**src/rtl/regseq_pkg.sv**
```systemverilog
// Package: shared types of the masked register sequence generator.
// Assumes nothing beyond a single clock domain.
package regseq_pkg;

    // Sequencer control states.
    typedef enum logic [0:0] {
        SEQ_IDLE = 1'b0,
        SEQ_RUN  = 1'b1
    } seq_state_t;

endpackage : regseq_pkg

```
**src/rtl/regseq_popcnt.sv**
```systemverilog
// Module: regseq_popcnt
// Counts the set bits of a vector. Purely combinational.
// Assumes CNT_W is wide enough to hold W.
module regseq_popcnt #(
    parameter int W     = 64,
    parameter int CNT_W = $clog2(W + 1)
) (
    input  logic [W-1:0]     vec_i,
    output logic [CNT_W-1:0] cnt_o
);

    // Sum each bit into the count.
    always_comb begin
        cnt_o = '0;
        for (int i = 0; i < W; i++) begin
            cnt_o = cnt_o + CNT_W'(vec_i[i]);
        end
    end

endmodule : regseq_popcnt

```
**src/rtl/regseq_prienc.sv**
```systemverilog
// Module: regseq_prienc
// Finds the lowest set bit of a vector and returns it both as a one-hot
// vector and as a binary index. Combinational, no idle cycles.
// Assumes W is a power of two; the index is don't-care when found_o is low.
module regseq_prienc #(
    parameter int W     = 64,
    parameter int IDX_W = $clog2(W)
) (
    input  logic [W-1:0]     vec_i,
    output logic [W-1:0]     onehot_o,
    output logic [IDX_W-1:0] idx_o,
    output logic             found_o
);

    // Isolate the lowest set bit with the two's-complement trick.
    always_comb begin
        onehot_o = vec_i & ((~vec_i) + W'(1));
        found_o  = |vec_i;
    end

    // Each index bit is the OR of the one-hot lines whose position has it set.
    for (genvar b = 0; b < IDX_W; b++) begin : g_idx_bit
        logic [W-1:0] sel;
        for (genvar i = 0; i < W; i++) begin : g_sel
            if (((i >> b) & 1) == 1) begin : g_on
                assign sel[i] = onehot_o[i];
            end else begin : g_off
                assign sel[i] = 1'b0;
            end
        end
        assign idx_o[b] = |sel;
    end

endmodule : regseq_prienc

```
**src/rtl/regseq_ctrl.sv**
```systemverilog
// Module: regseq_ctrl
// Control of the sequence: captures the mask on start, clears one bit
// per accepted transfer, finishes or aborts, and keeps the working mask.
// Assumes the caller has already cleared bit 0 of the start mask and
// supplies the lowest-bit one-hot of the working mask.
module regseq_ctrl
    import regseq_pkg::*;
#(
    parameter int W     = 64,
    parameter int CNT_W = $clog2(W + 1)
) (
    input  logic             clk,
    input  logic             rst_n,
    input  logic             start_i,
    input  logic [W-1:0]     mask_i,
    input  logic [CNT_W-1:0] cnt_i,
    input  logic             ready_i,
    input  logic             irq_i,
    input  logic [W-1:0]     low_onehot_i,
    input  logic             found_i,
    output logic [W-1:0]     work_o,
    output logic [CNT_W-1:0] total_o,
    output logic             busy_o,
    output logic             valid_o,
    output logic             done_o,
    output logic             aborted_o
);

    seq_state_t       state_q;
    logic [W-1:0]     work_q;
    logic [CNT_W-1:0] total_q;
    logic             done_q;
    logic             abort_q;
    logic             take;
    logic             last;

    // Transfer qualification and last-register detection.
    always_comb begin
        valid_o = (state_q == SEQ_RUN) && found_i && !irq_i;
        take    = valid_o && ready_i;
        last    = (work_q == low_onehot_i);
    end

    // Sequencer state, working mask and end-of-sequence flags.
    always_ff @(posedge clk) begin
        if (!rst_n) begin
            state_q <= SEQ_IDLE;
            work_q  <= '0;
            total_q <= '0;
            done_q  <= 1'b0;
            abort_q <= 1'b0;
        end else begin
            done_q  <= 1'b0;
            abort_q <= 1'b0;
            unique case (state_q)
                SEQ_IDLE: begin
                    if (start_i) begin
                        work_q  <= mask_i;
                        total_q <= cnt_i;
                        if (mask_i == '0) begin
                            done_q <= 1'b1;
                        end else begin
                            state_q <= SEQ_RUN;
                        end
                    end
                end
                SEQ_RUN: begin
                    if (irq_i) begin
                        state_q <= SEQ_IDLE;
                        done_q  <= 1'b1;
                        abort_q <= 1'b1;
                    end else if (!found_i) begin
                        state_q <= SEQ_IDLE;
                        done_q  <= 1'b1;
                    end else if (take) begin
                        work_q <= work_q & ~low_onehot_i;
                        if (last) begin
                            state_q <= SEQ_IDLE;
                            done_q  <= 1'b1;
                        end
                    end
                end
                default: state_q <= SEQ_IDLE;
            endcase
        end
    end

    // Drive outputs from the registered state.
    always_comb begin
        work_o    = work_q;
        total_o   = total_q;
        busy_o    = (state_q == SEQ_RUN);
        done_o    = done_q;
        aborted_o = abort_q;
    end

endmodule : regseq_ctrl

```
**src/rtl/regseq_gen.sv**
```systemverilog
// Module: regseq_gen (top)
// Masked register sequence generator. Emits the selected register numbers
// of a mask, lowest first, one per cycle with no cycles lost on holes.
// Register 0 is hardwired and never emitted. An interrupt ends the
// sequence at a register boundary and leaves the rest in remain_o.
// Assumes MASK_W is a power of two.
module regseq_gen #(
    parameter int MASK_W = 64,
    localparam int IDX_W = $clog2(MASK_W),
    localparam int CNT_W = $clog2(MASK_W + 1)
) (
    input  logic              clk,
    input  logic              rst_n,
    input  logic              start_i,
    input  logic [MASK_W-1:0] mask_i,
    input  logic              ready_i,
    input  logic              irq_pend_i,
    output logic              valid_o,
    output logic [IDX_W-1:0]  index_o,
    output logic              busy_o,
    output logic              done_o,
    output logic              aborted_o,
    output logic [CNT_W-1:0]  total_o,
    output logic [MASK_W-1:0] remain_o
);

    logic [MASK_W-1:0] start_mask;
    logic [CNT_W-1:0]  start_cnt;
    logic [MASK_W-1:0] work;
    logic [MASK_W-1:0] low_onehot;
    logic              found;

    // Drop the hardwired register 0 from the incoming mask.
    always_comb begin
        start_mask = mask_i & ~MASK_W'(1);
    end

    regseq_popcnt #(.W(MASK_W), .CNT_W(CNT_W)) u_popcnt (
        .vec_i (start_mask),
        .cnt_o (start_cnt)
    );

    regseq_prienc #(.W(MASK_W), .IDX_W(IDX_W)) u_prienc (
        .vec_i    (work),
        .onehot_o (low_onehot),
        .idx_o    (index_o),
        .found_o  (found)
    );

    regseq_ctrl #(.W(MASK_W), .CNT_W(CNT_W)) u_ctrl (
        .clk          (clk),
        .rst_n        (rst_n),
        .start_i      (start_i),
        .mask_i       (start_mask),
        .cnt_i        (start_cnt),
        .ready_i      (ready_i),
        .irq_i        (irq_pend_i),
        .low_onehot_i (low_onehot),
        .found_i      (found),
        .work_o       (work),
        .total_o      (total_o),
        .busy_o       (busy_o),
        .valid_o      (valid_o),
        .done_o       (done_o),
        .aborted_o    (aborted_o)
    );

    // Expose the untransferred part of the mask.
    always_comb begin
        remain_o = work;
    end

endmodule : regseq_gen

```
**config.mk**
```make
export PLATFORM = sky130hd
export DESIGN_NAME = regseq_gen
export DESIGN_NICKNAME = d
export VERILOG_FILES = /design/src/rtl/regseq_pkg.sv /design/src/rtl/regseq_popcnt.sv /design/src/rtl/regseq_prienc.sv /design/src/rtl/regseq_ctrl.sv /design/src/rtl/regseq_gen.sv
export SDC_FILE = /design/constraint.sdc
export NUM_CORES = 1
export LEC_CHECK = 0
export ABC_AREA = 0
export BUFFER_PORTS_ARGS = -buffer_cell sky130_fd_sc_hd__buf_2
export CAP_MARGIN = 20
export CORE_ASPECT_RATIO = 1.75
export CORE_MARGIN = 2
export CORE_UTILIZATION = 32
export CTS_CLUSTER_SIZE = 20
export DETAILED_ROUTE_END_ITERATION = 8
export PLACE_DENSITY = 0.58
export SYNTH_ARGS = -nofsm -noshare
export SYNTH_HDL_FRONTEND = slang
export SYNTH_SLANG_ARGS = --single-unit
```
**constraint.sdc**
```tcl
create_clock -name clk -period 16 [get_ports clk]
set_input_delay 0.8 -clock clk [delete_from_list [all_inputs] [get_ports clk]]
set_output_delay 0.8 -clock clk [all_outputs]
set_load 0.05 [all_outputs]
```
=== Word level (Yosys, flattened, before mapping) ===
Cells that the tools add are included.

* $add $sub $neg: 63
* Reduce and logical (&&, ||, !) cells: 15
* Multiplexer cells: 20
* Eq/ne operators: 5
* Bitwise gates (word level): 5

{| class="wikitable"
|+ Operators with widths
! cell !! count
|-
| $add A7 B1 Y7 || 61
|-
| $mux W64 || 4
|-
| $reduce_or A32 Y1 || 6
|-
| $and A64 B64 Y64 || 2
|-
| $not A64 Y64 || 2
|-
| $pmux W64 S2 || 1
|-
| $add A64 B1 Y64 const B || 1
|-
| $eq A64 B64 Y1 || 1
|-
| $logic_not A64 Y1 || 1
|-
| $reduce_or A64 Y1 || 1
|-
| $mux W1 || 13
|-
| $ne A2 B2 Y1 const B || 3
|-
| $pmux W1 S2 || 2
|-
| $reduce_and A2 Y1 || 2
|-
| $reduce_and A4 Y1 || 1
|-
| $logic_and A1 B1 Y1 || 3
|-
| $add A1 B1 Y2 || 1
|-
| $ne A2 B1 Y1 const B || 1
|-
| $logic_not A1 Y1 || 1
|-
| $not A1 Y1 || 1
|}

* Logic and storage cells: 113
* Input bits: 69
* Register bits: 74
* Output and inout port bits: 81

=== Depth between registers and ports, before layout ===
* Depth after elaboration: 62
* Gate-level depth with buffers: 24
* Depth with buffers taken out: 24

=== Hierarchy ===
A second synthesis with hierarchy kept.

* Cell total of the unflattened synthesis: 921
* Area total of the unflattened synthesis: 8084.0 µm²

{| class="wikitable"
|+ Modules (own cells, without submodules)
! module !! cells each !! instances !! area an instance (µm²) !! sequential area each (µm²)
|-
| regseq_ctrl || 501 || 1 || 4730.8 || 1481.4
|-
| regseq_popcnt || 172 || 1 || 1729.2 || 0.0
|-
| regseq_prienc || 247 || 1 || 1620.3 || 0.0
|-
| regseq_gen || 1 || 1 || 3.8 || 0.0
|}

=== Least setup slack after synthesis ===
OpenSTA, ideal clock, no wires.

* Path type: in2reg
* From: input port mask_i[1]
* To: register u_ctrl.total_q[5] (netlist: u_ctrl.total_o[5])
* Data required time: 15884 ps
* Setup time: 116 ps
* Buffers on the path: 0
* Stages on the path: 22
* Data arrival time: 6475 ps
* Setup slack: 9409 ps
* Path through: inv_1 ha_1 inv_1 fa_1 inv_1 fa_1 fa_1 fa_1 fa_1 fa_1 fa_1 inv_1 fa_1 inv_1 ha_1 a21o_1 a21o_1 a21o_1 a21oi_1 xnor2_1 nand2_1 o211a_1

* Word-level cells in the longest chain between the ends: 62

{| class="wikitable"
|+ RTL lines
! item !! line !! RTL
|-
| start: declaration || regseq_gen.sv:15 || <nowiki>input logic [MASK_W-1:0] mask_i,</nowiki>
|-
| $add A1 B1 Y2 || regseq_popcnt.sv:16 || <nowiki>cnt_o = cnt_o + CNT_W'(vec_i[i]);</nowiki>
|-
| $add A7 B1 Y7 (61 in series) || regseq_popcnt.sv:16 ||
|-
| end signal: assignment || regseq_ctrl.sv:59 || <nowiki>total_q <= cnt_i;</nowiki>
|-
| end: declaration || regseq_ctrl.sv:31 || <nowiki>logic [CNT_W-1:0] total_q;</nowiki>
|}

Every way passes these cells.
A chain may end at the register's enable or synchronous reset.

=== Worst setup path after layout ===
Ends and elaborated chain as after synthesis.

==> summary.txt <==
WORST SETUP PATH
----------------------------------------------------------------------------------------------------
Worst R2R End                                                                           u_ctrl.work_o[49]
Reg2Reg Depth                                                                                      8
CP cell instances                                                                       buf_2, inv_1, ha_1, inv_1, fa_1, inv_1, fa_1, fa_1, fa_1, fa_1, fa_1, fa_1, inv_1, fa_1, inv_1, ha_1, a21o_1, a21o_1, a21o_1, a21oi_1, xnor2_1, nand2_1, o211a_1
Kind of end point of the critical path                                                      register
Highest cell delay on the worst timing path                                                   550 ps
Slowest cell on the critical path                                                               fa_1
Setup crit start kind                                                                      input pin
CP most frequent cell                                                                           fa_1
Critical-path maximum fanout                                                                       3
Startpoint of the worst register-to-register path                                       u_ctrl.work_o[24]
Setup CP Type                                                                                 in2reg
Flop2flop setup slack                                                                       12200 ps
CP Data Required Time                                                                       16250 ps
Worst endpoint data arrival time                                                             6930 ps

CTS
----------------------------------------------------------------------------------------------------
CTS max path bufs                                                                                  2
Clock-pin slew reported for the worst setup and hold paths after clock tree synthesis          60 ps
Post-cts resize count                                                                              0
Hold Buf Count CTS                                                                                 0
Clock network latency to the later pin of the worst-skew pair                                 350 ps
Sinks on Clock Net                                                                                73
Number of levels the H-tree was split into                                                         3
Post-CTS setup buffer count                                                                        0
Clock tree from TritonCTS                                                                        yes
Root Driver                                                                                clkbuf_16
CTS Buf Count                                                                                      9

FINAL LAYOUT
----------------------------------------------------------------------------------------------------
Area of all sequential standard cells                                                      1460 um^2
Filler Cells Inserted                                                                           2416
Area growth from synthesis to layout                                                           18.1%
Area of the multi-input gates                                                              5020 um^2
Final core area utilization                                                                    38.1%
# diodes                                                                                           0
Number of nets in the layout                                                                    1174
Share of cells above drive strength 1                                                          19.1%

LOGIC SYNTHESIS
----------------------------------------------------------------------------------------------------
Xor/xnor share of the synthesized area                                                        0.494%
Combinational family with the most area after synthesis                                 simple AND/OR/NAND/NOR gates
Dominant cell by count in the synthesized netlist                                              inv_1
Area share of fa/ha/maj cells after synthesis                                                  18.1%
Count of flip-flops with a built-in enable after synthesis                                         0
Summed instance area of the synthesized netlist                                            7090 um^2
Area share of and/or/nand/nor cells after synthesis                                            28.3%
List of most frequent post-synthesis cells                                              100 x inv_1, 87 x nand2_1, 73 x dfxtp_1
Mean instance size in the synthesized netlist                                              7.74 um^2
Biggest area contributors in the synthesized netlist                                    dfxtp_1 21%, fa_1 15%, inv_1 5.3%
Total nets after synthesis                                                                      1056
Share of the synthesized area in the top cell type                                             20.6%
Cell taking the most area after synthesis                                                    dfxtp_1
Yosys warning count                                                                                0
Synthesis-stage register bit count                                                                73
Most frequently used flop master after synthesis                                             dfxtp_1
Number of distinct standard cells referenced by the synthesized netlist                           74
Share of synthesized registers carrying an async set or reset                                     0%
Multiplexer fraction of the synthesized cell area                                                 0%
Sequential cell area fraction in the yosys report                                              20.6%
Fraction of the mapped netlist area in compound gates                                          23.6%
Number of instances in the synthesized netlist                                                   916

DETAILED ROUTING
----------------------------------------------------------------------------------------------------
Number of vias per cell after detailed routing                                                  5.79
Vias                                                                                            7728
Wirelength, routed                                                                           31.7 mm
Number of nets with antenna violations after routing                                               0
DRC violation count after routing                                                                  0
Routed wire per std cell                                                                     23.8 um
Pre-antenna DRT Iters                                                                              5
DRC marker count from the first detailed-route iteration                                         563

PLACE
----------------------------------------------------------------------------------------------------
Post-Place Setup Slack                                                                       8890 ps
Count of input and output buffers                                                                147
Placer's final routability congestion estimate                                                 0.943
Detailed Place HPWL                                                                          25.4 mm

MIN PATH
----------------------------------------------------------------------------------------------------
Class of the most critical hold timing path                                                  reg2reg
Endpoint with the worst hold slack                                                      u_ctrl.total_o[1]
Start point of the worst min-delay path                                                 u_ctrl.total_o[1]
Hold Path Cell Cnt                                                                                 2

GRT
----------------------------------------------------------------------------------------------------
Busiest layer in global routing                                                                 met2
GR Layer Usage met1                                                                            33.9%
Pin count of the biggest net entering global routing                                              80
GR Layer Usage met3                                                                            2.93%
Global routing usage summed across all routing layers                                          27.4%
Initial antenna violation count                                                                    0
Number of global-route vias before repair                                                       7635
Overflow left after global routing                                                                 0
First-pass GRT wire length                                                                   47.7 mm
Met2 usage                                                                                     45.8%

OUTCOME
----------------------------------------------------------------------------------------------------
Run status                                                                              complete, no violations

STA
----------------------------------------------------------------------------------------------------
Setup TNS Final                                                                                 0 ps
Clock tree skew after final layout                                                           7.15 ps
Final hold violations                                                                              0
Max-slew violation count                                                                           0
Final worst slack                                                                            9320 ps
Minimum hold slack                                                                            460 ps
Max_slew headroom                                                                              42.9%
Highest Clock Rate                                                                         0.150 GHz
Worst-Margin Slew                                                                             835 ps
Time the final worst path needs with I/O delays and setup                                    6680 ps
Unrepaired setup endpoints after global routing                                                   no
Number of setup violations in the final report                                                     0
Final period utilization                                                                       41.7%

POWER AND IR DROP
----------------------------------------------------------------------------------------------------
Static Leak                                                                                  3.70 nW
Ratio of total power to cell area                                                        216 nW/um^2
Overall power consumption                                                                    1.81 mW
Max VDD drop                                                                                0.650 mV

DIE
----------------------------------------------------------------------------------------------------
Width of the die                                                                              117 um
Floorplan die height                                                                          201 um
Number of I/O pins                                                                               150
Cell row count                                                                                    72
Core footprint                                                                            22000 um^2
Initial core utilization                                                                       32.3%
Die Outline Area                                                                          23400 um^2

RUN
----------------------------------------------------------------------------------------------------
Max-cap check violation count                                                                      0

report_power, final:
part / switching [mW] / internal, mW / total, mW
Combinational: 0.774 / 0.599 / 1.37
Clock: 0.0820 / 0.125 / 0.207
Sequential: 0.0299 / 0.201 / 0.231
logic make-up after synthesis:
| logic type | after synthesis |
|---|---|
| compound gates | 243 |
| flops | 73 |
| fa+ha+maj | 71 |
| buf+inv | 157 |
| xor+xnor | 4 |
| other cells | 1 |
| simple gates | 367 |
through the flow:
stage	instances	instance area (um^2)
finish	1335	8380
global route	1335	8380
CTS	1335	8380
detailed placement	1319	8090
global placement	1319	8090
floorplan	916	7090
registers in the layout (all words and copies together), names as in the netlist:
register / cells
u_ctrl.total_o: 7
u_ctrl.done_o: 1
u_ctrl.work_o: 63
u_ctrl.aborted_o: 1
u_ctrl.busy_o: 1
per-layer routing:
layer	share of wire, %	vias up
met5	0	-
met4	5.8	0
met3	5.3	85
met2	50	335
met1	39	3784
li1	-	3524
worst max path at each step:
stage / from / end / slack (ps) / cells after the start
finish: mask_i[1] / u_ctrl.total_o[5] / 9320 / 23
global route: mask_i[1] / u_ctrl.total_o[5] / 9020 / 23
global placement: mask_i[2] / u_ctrl.total_o[5] / 8990 / 23
detailed placement: mask_i[1] / u_ctrl.total_o[5] / 8890 / 23
CTS: mask_i[1] / u_ctrl.total_o[5] / 9270 / 23
floorplan: mask_i[1] / u_ctrl.total_o[5] / 9410 / 22
worst max-delay path, delay by kind of cell:
family | cells | cell delay, ps
AOI/OAI and AO/OA | 5 | 840
and+or+nand+nor | 1 | 70
adders and majority gates | 10 | 4660
xor gates and xnor gates | 1 | 130
buffers and inverters | 6 | 420
cells in the final DEF (no fill, tap or decap), drive strengths merged, types with 19 or more instances in the layout:
cell type,synthesis,final
dfxtp,73,73
nor3,32,32
a21oi,33,33
nor2b,27,27
nand2,87,87
buf,15,163
fa,53,53
nand3,29,29
o21ai,54,54
nand4,21,21
a21boi,46,46
inv,101,101
a22oi,19,19
nor2,67,67
nor4,51,51
final cells by class:
cell class	count	area share, %
Clock inverter	3	0.478
Timing Repair Buffer	163	10.2
Multi-Input combinational cell	686	59.9
Tap cell	296	4.42
Clock buffer	13	2.99
Inverter	101	4.53
Sequential cell	73	17.4
Note: power is estimated with default switching activity, not from simulation.
